File: config.mk
export PLATFORM = sky130hd
export DESIGN_NAME = slc96_rx_sync
export DESIGN_NICKNAME = d
export VERILOG_FILES = /design/src/rtl/slc96_pkg.sv /design/src/rtl/slc96_sync_search.sv /design/src/rtl/slc96_field_packer.sv /design/src/rtl/slc96_rx_sync.sv
export SDC_FILE = /design/constraint.sdc
export NUM_CORES = 1
export LEC_CHECK = 0
export CORE_MARGIN = 8
export CORE_UTILIZATION = 35
export CTS_CLUSTER_DIAMETER = 60
export DETAILED_ROUTE_END_ITERATION = 12
export DONT_BUFFER_PORTS = 1
export PLACE_DENSITY = 0.6
export SYNTH_ARGS = -nofsm -noshare
export SYNTH_HDL_FRONTEND = slang
export SYNTH_HIERARCHICAL = 1
export SYNTH_SLANG_ARGS = --single-unit
File: constraint.sdc
create_clock -name clk -period 2.8 [get_ports clk]
set_input_delay 0.56 -clock clk [delete_from_list [all_inputs] [get_ports clk]]
set_output_delay 0.56 -clock clk [all_outputs]
set_load 0.01 [all_outputs]
File: src/rtl/slc96_pkg.sv
package slc96_pkg;
    typedef enum logic [1:0] {
        ST_SEARCH  = 2'd0,
        ST_COLLECT = 2'd1,
        ST_VERIFY  = 2'd2
    } sync_state_t;
endpackage

File: src/rtl/slc96_sync_search.sv
// Sliding window over consumed bits; flags a hit when the window equals the sync word.
module slc96_sync_search #(
    parameter int              SYNC_LEN = 12,
    parameter logic [SYNC_LEN-1:0] SYNC_PAT = 12'b000111000111
) (
    input  logic clk,
    input  logic rst_n,
    input  logic shift_en,
    input  logic restart,
    input  logic bit_in,
    output logic hit
);
    logic [SYNC_LEN-1:0] window;
    logic [SYNC_LEN-1:0] window_nxt;

    assign window_nxt = {window[SYNC_LEN-2:0], bit_in};
    assign hit        = shift_en && (window_nxt == SYNC_PAT);

    // All-ones fill: the word starts with 0, so no stale history can complete it.
    always_ff @(posedge clk or negedge rst_n) begin
        if (!rst_n)        window <= '1;
        else if (restart)  window <= '1;
        else if (shift_en) window <= window_nxt;
    end
endmodule

File: src/rtl/slc96_field_packer.sv
// Packs message bits MSB-first into bytes and manages fill / overrun flags.
module slc96_field_packer #(
    parameter int BYTE_W = 8,
    parameter int CNT_W  = 5,
    localparam int BIT_W = $clog2(BYTE_W),
    localparam int IDX_W = CNT_W - BIT_W
) (
    input  logic              clk,
    input  logic              rst_n,
    input  logic              bit_en,
    input  logic              bit_in,
    input  logic [CNT_W-1:0]  bit_pos,
    input  logic              rd_ack,
    output logic [BYTE_W-1:0] out_byte,
    output logic [IDX_W-1:0]  out_idx,
    output logic              fill,
    output logic              overrun
);
    logic [BYTE_W-1:0] acc;
    logic [BYTE_W-1:0] acc_nxt;
    logic              publish;

    assign acc_nxt = {acc[BYTE_W-2:0], bit_in};
    assign publish = bit_en && (bit_pos[BIT_W-1:0] == BIT_W'(BYTE_W-1));

    always_ff @(posedge clk or negedge rst_n) begin
        if (!rst_n) begin
            acc      <= '0;
            out_byte <= '0;
            out_idx  <= '0;
        end else if (bit_en) begin
            acc <= acc_nxt;
            if (publish) begin
                out_byte <= acc_nxt;
                out_idx  <= bit_pos[CNT_W-1:BIT_W];
            end
        end
    end

    always_ff @(posedge clk or negedge rst_n) begin
        if (!rst_n) begin
            fill    <= 1'b0;
            overrun <= 1'b0;
        end else begin
            if (publish)     fill <= 1'b1;
            else if (rd_ack) fill <= 1'b0;
            if (publish && fill && !rd_ack) overrun <= 1'b1;
            else if (rd_ack)                overrun <= 1'b0;
        end
    end

    assert_ack_clears_R5: assert property (@(posedge clk) disable iff (!rst_n)
        (rd_ack && !publish) |=> !fill);
    assert_publish_fills_R5: assert property (@(posedge clk) disable iff (!rst_n)
        publish |=> fill);
    assert_overrun_sets_R6: assert property (@(posedge clk) disable iff (!rst_n)
        (publish && fill && !rd_ack) |=> overrun);
    assert_ack_clears_ovr_R6: assert property (@(posedge clk) disable iff (!rst_n)
        rd_ack |=> !overrun);
endmodule

File: src/rtl/slc96_rx_sync.sv
module slc96_rx_sync #(
    parameter int                  SYNC_LEN  = 12,
    parameter int                  DATA_BITS = 24,
    parameter int                  BYTE_W    = 8,
    parameter logic [SYNC_LEN-1:0] SYNC_PAT  = 12'b000111000111,
    localparam int MAXC  = (DATA_BITS > SYNC_LEN) ? DATA_BITS : SYNC_LEN,
    localparam int CNT_W = $clog2(MAXC),
    localparam int IDX_W = CNT_W - $clog2(BYTE_W)
) (
    input  logic              clk,
    input  logic              rst_n,
    input  logic              fr_valid,
    input  logic              fr_bit,
    input  logic              fr_fs_pos,
    input  logic              rd_ack,
    output logic              lock_match,
    output logic [BYTE_W-1:0] dl_byte,
    output logic [IDX_W-1:0]  dl_index,
    output logic              dl_fill,
    output logic              dl_overrun
);
    import slc96_pkg::*;

    sync_state_t         state, state_nxt;
    logic [CNT_W-1:0]    cnt;
    logic [SYNC_LEN-1:0] vpat;
    logic                take, hit, mismatch;
    logic                shift_en, collect_en, restart;

    assign take     = fr_valid && fr_fs_pos;
    assign mismatch = (state == ST_VERIFY) && take && (fr_bit != vpat[SYNC_LEN-1]);

    // State register
    always_ff @(posedge clk or negedge rst_n) begin
        if (!rst_n) state <= ST_SEARCH;
        else        state <= state_nxt;
    end

    // Next state
    always_comb begin
        state_nxt = state;
        unique case (state)
            ST_SEARCH:  if (hit) state_nxt = ST_COLLECT;
            ST_COLLECT: if (take && cnt == CNT_W'(DATA_BITS-1)) state_nxt = ST_VERIFY;
            ST_VERIFY: begin
                if (mismatch)                                 state_nxt = ST_SEARCH;
                else if (take && cnt == CNT_W'(SYNC_LEN-1))   state_nxt = ST_COLLECT;
            end
            default: state_nxt = ST_SEARCH;
        endcase
    end

    // Outputs and strobes
    always_comb begin
        lock_match = 1'b0;
        shift_en   = 1'b0;
        collect_en = 1'b0;
        restart    = 1'b0;
        unique case (state)
            ST_SEARCH:  shift_en = take;
            ST_COLLECT: begin lock_match = 1'b1; collect_en = take; end
            ST_VERIFY:  begin lock_match = 1'b1; restart = mismatch; end
            default:    ;
        endcase
    end

    // Position counter and sync-verify shifter
    always_ff @(posedge clk or negedge rst_n) begin
        if (!rst_n) begin
            cnt  <= '0;
            vpat <= SYNC_PAT;
        end else if (state != state_nxt) begin
            cnt  <= '0;
            vpat <= SYNC_PAT;
        end else if (take && state != ST_SEARCH) begin
            cnt  <= cnt + 1'b1;
            if (state == ST_VERIFY) vpat <= {vpat[SYNC_LEN-2:0], 1'b0};
        end
    end

    slc96_sync_search #(.SYNC_LEN(SYNC_LEN), .SYNC_PAT(SYNC_PAT)) u_search (
        .clk(clk), .rst_n(rst_n), .shift_en(shift_en), .restart(restart),
        .bit_in(fr_bit), .hit(hit)
    );

    slc96_field_packer #(.BYTE_W(BYTE_W), .CNT_W(CNT_W)) u_pack (
        .clk(clk), .rst_n(rst_n), .bit_en(collect_en), .bit_in(fr_bit),
        .bit_pos(cnt), .rd_ack(rd_ack), .out_byte(dl_byte), .out_idx(dl_index),
        .fill(dl_fill), .overrun(dl_overrun)
    );

    assert_idle_no_effect_R2: assert property (@(posedge clk) disable iff (!rst_n)
        !take |=> ($stable(lock_match) && $stable(dl_byte) && $stable(dl_index)));
    assert_lock_from_hit_R3: assert property (@(posedge clk) disable iff (!rst_n)
        hit |=> lock_match);
    assert_mismatch_drops_R7: assert property (@(posedge clk) disable iff (!rst_n)
        mismatch |=> !lock_match);
    assert_hold_lock_R8: assert property (@(posedge clk) disable iff (!rst_n)
        (lock_match && !mismatch) |=> lock_match);
endmodule

# Yosys cells after proc, flatten, opt, wreduce, memory -nomap -nowiden
# Index checks and enable logic that the tools add are counted.
totals:
  reg_bits: 49
  latch_bits: 0
  ram_bits: 0
  mem_bits_ro: 0
  input_bits: 6
  out_inout_bits: 13
  n_memories: 0
op_classes:
  n_addsub: 1
  multipliers: 0
  div: 0
  magnitude_cmp: 0
  eq_ne: 8
  n_shift: 0
  mux: 19
  bitwise: 0
  reduce_logical: 21
op_table:
  columns: ["cell", "n"]
  rows:
  - ["$mux 12", 3]
  - ["$mux 11", 2]
  - ["$eq 12x9->1 const B", 1]
  - ["$reduce_bool 2->1", 6]
  - ["$logic_and 1x1->1", 10]
  - ["$mux 5", 2]
  - ["$mux 2", 4]
  - ["$mux 1", 7]
  - ["$pmux 2 s3", 1]
  - ["$add 5x1->5 const B", 1]
  - ["$eq 5x4->1 const B", 1]
  - ["$eq 5x5->1 const B", 1]
  - ["$reduce_and 2->1", 2]
  - ["$eq 3x3->1 const B", 1]
  - ["$eq 2x1->1 const B", 1]
  - ["$eq 2x2->1 const B", 1]
  - ["$logic_not 2->1", 1]
  - ["$ne 2x2->1", 1]
  - ["$reduce_or 2->1", 1]
  - ["$logic_not 1->1", 1]
  - ["$ne 1x1->1", 1]

# Depth between registers and ports, before layout
depth:
  depth_word: 8
  mapped_depth: 12
  ltp_nobuf: 10

# Hierarchy
# The synthesis kept the hierarchy.
by_module_without_submodules:
  columns: ["mod", "instances", "cells_per_inst", "area_per_inst_um2", "seq_area_each_um2"]
  rows:
  - ["slc96_rx_sync", 1, 96, 1114.8, 483.0]
  - ["slc96_field_packer", 1, 43, 760.7, 475.5]
  - ["slc96_sync_search", 1, 41, 534.3, 289.0]

# Worst setup path before layout
# OpenSTA, ideal clock, no wires.
synth_path:
  path_type: "register to register"
  start: "reg state[0]"
  end: "reg cnt[0]"
  setup_time_ps: 142
  arrival_ps: 2554
  t_required_ps: 2658
  slack_ps: 103
  stages_incl_launch_ff: 13
  path_buffers: 2
  synth_period_minus_slack_ps: 2697
  path_cell_list: "dfrtp_1 -> inv_1 -> ha_1 -> and3_1 -> buf_6 -> nand2_1 -> nor4_2 -> nor2b_1 -> o21bai_1 -> o311ai_2 -> nand2_1 -> buf_1 -> nor3_2"
synth_via:
  elab_chain_cells: 7
synth_rtl:
  columns: ["item", "line_no", "text"]
  rows:
  - ["start: declaration", "slc96_rx_sync.sv:24", "sync_state_t state, state_nxt;"]
  - ["start signal: assignment", "slc96_rx_sync.sv:36", "else state <= state_nxt;"]
  - ["$logic_not 2->1 (*)", "slc96_rx_sync.sv:59", "unique case (state)"]
  - ["$mux 1 (*)", "slc96_rx_sync.sv:59", null]
  - ["via shift_en", "slc96_rx_sync.sv:28", "logic shift_en, collect_en, restart;"]
  - ["$logic_and 1x1->1 (*)", "slc96_sync_search.sv:17", "assign hit = shift_en && (window_nxt == SYNC_PAT);"]
  - ["via hit", "slc96_rx_sync.sv:27", "logic take, hit, mismatch;"]
  - ["$mux 2 (*)", "slc96_rx_sync.sv:43", "ST_SEARCH: if (hit) state_nxt = ST_COLLECT;"]
  - ["$pmux 2 s3 (*)", "slc96_rx_sync.sv:42", "unique case (state)"]
  - ["$ne 2x2->1 (*)", "slc96_rx_sync.sv:72", "end else if (state != state_nxt) begin"]
  - ["$mux 5 / $reduce_bool 2->1 (equally long branches)", null, null]
  - ["end signal: assignment", "slc96_rx_sync.sv:76", "cnt <= cnt + 1'b1;"]
  - ["end: declaration", "slc96_rx_sync.sv:25", "logic [CNT_W-1:0] cnt;"]
# The timed path passes the listed nets; every way through them passes the cells marked *.
# A chain may end at the register's enable or synchronous reset.

# Worst setup path in the final report
layout_path:
  start: "reg state[0]"
  end: "reg vpat[0]"
layout_via:
  elab_chain_cells: 8
layout_rtl:
  columns: ["item", "line_no", "text"]
  rows:
  - ["$logic_not 2->1 (*)", "slc96_rx_sync.sv:59", null]
  - ["$mux 1 (*)", "slc96_rx_sync.sv:59", null]
  - ["via shift_en", "slc96_rx_sync.sv:28", null]
  - ["$logic_and 1x1->1 (*)", "slc96_sync_search.sv:17", null]
  - ["via hit", "slc96_rx_sync.sv:27", null]
  - ["$mux 2 (*)", "slc96_rx_sync.sv:43", null]
  - ["$pmux 2 s3 (*)", "slc96_rx_sync.sv:42", null]
  - ["via state_nxt[0]", "slc96_rx_sync.sv:24", null]
  - ["$ne 2x2->1 (*)", "slc96_rx_sync.sv:72", null]
  - ["$reduce_bool 2->1 (no line)", null, null]
  - ["$reduce_and 2->1 (no line)", null, null]
  - ["end signal: assignment", "slc96_rx_sync.sv:77", "if (state == ST_VERIFY) vpat <= {vpat[SYNC_LEN-2:0], 1'b0};"]
  - ["end: declaration", "slc96_rx_sync.sv:26", "logic [SYNC_LEN-1:0] vpat;"]
# Marks and branches as above.

==> impl_metrics.json <==
{
  "run_status": "finished clean",
  "synth_async_sr_flop_share_pct": 100.0,
  "num_antenna_cells": 0,
  "rrSetupSlack_ns": 0.21,
  "synth_ff_type": "dfrtp_1",
  "fp.coreArea_mm2": 0.006719,
  "post-route-min-period_ns": 2.588,
  "ios": 19,
  "stdcell_area_mm2": 0.002628,
  "start_util_pct": 35.87,
  "cts_sinks": 49,
  "dieHeight_um": 98.98,
  "num_rows": 30,
  "synth_seq_cells": 49,
  "postCtsSetupRepairBufs": 0,
  "first_iter_violations": 67,
  "grt_pass1_wl_um": 7189,
  "grt_pass1_vias": 1396,
  "final_common_cell": "dfrtp_1",
  "fin_crit_sh_pct": 92.42,
  "vias": 1407,
  "grt_max_degree": 33,
  "drc": 0,
  "numCtsBuffers": 5,
  "tightestPinTransition_ns": 0.7150,
  "die_w_um": 98.98,
  "first_pass_iters": 6,
  "crit_fanout": 12,
  "p_per_area_mw_per_mm2": 519.4,
  "reg2reg_from": "state[0]",
  "end_kind": "flip-flop",
  "drv_cap": 0,
  "grt_use_total_pct": 9.199,
  "pre_cts_ws_ns": 0.2425,
  "synth-edff-count": 0,
  "drive_above_1_share_pct": 33.69,
  "fin_util_pct": 39.11,
  "ys_types": 43,
  "final-setup-viol-count": 0,
  "syn_area_mm2": 0.002410,
  "clockBufferDepth": 2,
  "critPathRequiredTime_ns": 3.03,
  "cp.arrival_ns": 2.82,
  "yosys_warnings": 6,
  "area_growth_pct": 9.034,
  "setup_slack_ns": 0.2123,
  "tritoncts": "built",
  "clock_latency_ns": 0.30,
  "layout_common_cells": "dfrtp_1 (32), dfstp_2 (17), mux2i_1 (12)",
  "vias_per_cell": 5.270,
  "fin_nets": 197,
  "seq_area_frac_synth_pct": 51.77,
  "synth_nets": 191,
  "grt_overflow": 0,
  "antenna_found_initial": 0,
  "place_area_mm2": 0.002487,
  "r2r.worst_path.cells": 11,
  "hpwl_um": 2943,
  "irDropWorstVdd_mv": 0.3474,
  "die-area_mm2": 0.009796,
  "timing.fmax_ghz": 0.3865,
  "slew-limit-headroom_pct": 52.33,
  "path_class": "reg2reg",
  "syn_avg_cell_area_um2": 13.39,
  "finalClockSkew_ns": 0.01343,
  "final-hold-violation-count": 0,
  "synthCells": 180,
  "slew_violations": 0,
  "wl_per_cell_um": 15.97,
  "holdWs_ns": 0.08886,
  "numPortBuffers": 0,
  "r2r_end": "vpat[0]",
  "path_clk_slew_ns": 0.10,
  "htree_num_levels": 2,
  "leakagePower_nw": 1.369,
  "ant_nets": 0,
  "clockRootBuffer": "clkbuf_8",
  "place.gp.congestion": 0.7902,
  "start_kind": "flip-flop",
  "wl_um": 4265,
  "hp-class": "in2async"
}
==> cell type report <==
type / instances / area [µm²]
Clock buffer: 6 / 72.57
Fill cell: 615 / 4091
Tap cell: 80 / 100.1
Multi-Input combinational cell: 119 / 1089
Sequential cell: 49 / 1247
Clock inverter: 2 / 38.79
Timing Repair Buffer: 7 / 65.06
Inverter: 4 / 15.01
==> Yosys cell counts, drive strengths merged, types with 3 or more instances <==
cell type / count / area share, %
buf: 6 / 2.5
a211o: 11 / 4.0
nand2: 5 / 0.78
and2b: 3 / 0.93
dfstp: 17 / 19
mux2i: 12 / 5.0
xnor2: 4 / 1.8
and3: 3 / 0.78
ha: 5 / 2.6
nand4: 8 / 2.7
nand4bb: 3 / 1.4
xor2: 3 / 1.1
o21ai: 3 / 0.62
nor2: 3 / 0.47
nor2b: 8 / 2.1
dfrtp: 32 / 33
nor3: 12 / 4.6
a21oi: 3 / 0.62
nand2b: 3 / 0.78
inv: 4 / 0.62
mux2: 17 / 9.2
==> cells by family (layout without fill, tap and decap cells) <==
| group | after synthesis | after routing | synth area share [%] |
|---|---|---|---|
| AOI/OAI and AO/OA | 23 | 23 | 8.152 |
| adders and majority gates | 5 | 5 | 2.596 |
| buffers and inverters | 12 | 19 | 3.426 |
| xor gates and xnor gates | 7 | 7 | 2.856 |
| DFF | 49 | 49 | 51.77 |
| muxes | 29 | 29 | 14.17 |
| and+or+nand+nor | 55 | 55 | 17.03 |
==> worst max-delay path, cell delays in order, from the launching register on <==
cell	delay (ns)
dfrtp_1	0.38
inv_1	0.12
ha_1	0.26
and3_1	0.20
nand2_1	0.11
nor4_4	0.35
a21o_1	0.15
a31oi_1	0.05
a311oi_4	0.35
xnor2_1	0.11
buf_4	0.20
a211o_1	0.23
==> registers in the layout, summed over array words and instances (netlist names) <==
| register | count |
|---|---|
| cnt | 5 |
| state | 2 |
| u_pack/acc | 7 |
| u_pack/fill | 1 |
| u_pack/out_byte | 8 |
| u_pack/out_idx | 2 |
| u_pack/overrun | 1 |
| u_search/window | 11 |
| vpat | 12 |
==> metrics by stage <==
step | instances | total power, mW | setup TNS [ns]
floorplan | 180 | 0.8488 | 0
global placement | 258 | 0.8595 | 0
detailed placement | 258 | 0.8608 | 0
CTS | 267 | 1.381 | 0
global route | 267 | 1.425 | -0.03332
finish | 267 | 1.365 | 0
==> routing by layer <==
metal  vias up  share of wire [%]  track usage (%)
li1        669                  -                -
met1       704                 48            12.01
met2        26                 45            13.57
met3         8                3.9            2.326
met4         0                2.3            4.959
met5         -                  0                0
==> power breakdown <==
group / switching [mW] / total (mW) / internal, mW / leakage (nW)
Sequential: 0.0219 / 0.782 / 0.760 / 0.624
Combinational: 0.0351 / 0.0804 / 0.0453 / 0.690
Clock: 0.234 / 0.502 / 0.268 / 0.0554
Total: 0.291 / 1.36 / 1.07 / 1.37
==> what timing repair did <==
item                       4_1_cts  5_1_grt
setup endpoints to repair        0       12
hold buffers                     1        0
gates resized for setup          0        1
hold endpoints to repair        32        0
==> worst max path at each step <==
stage	end	slack (ns)	from
after floorplan	cnt[0]	0.10	state[0]
after global placement	vpat[0]	0.34	state[0]
after detailed placement	vpat[0]	0.24	state[0]
after CTS	vpat[0]	0.21	state[0]
after global routing	vpat[0]	-0.01	state[0]
final	vpat[0]	0.21	state[0]
Power figures use the tool's default switching activity.
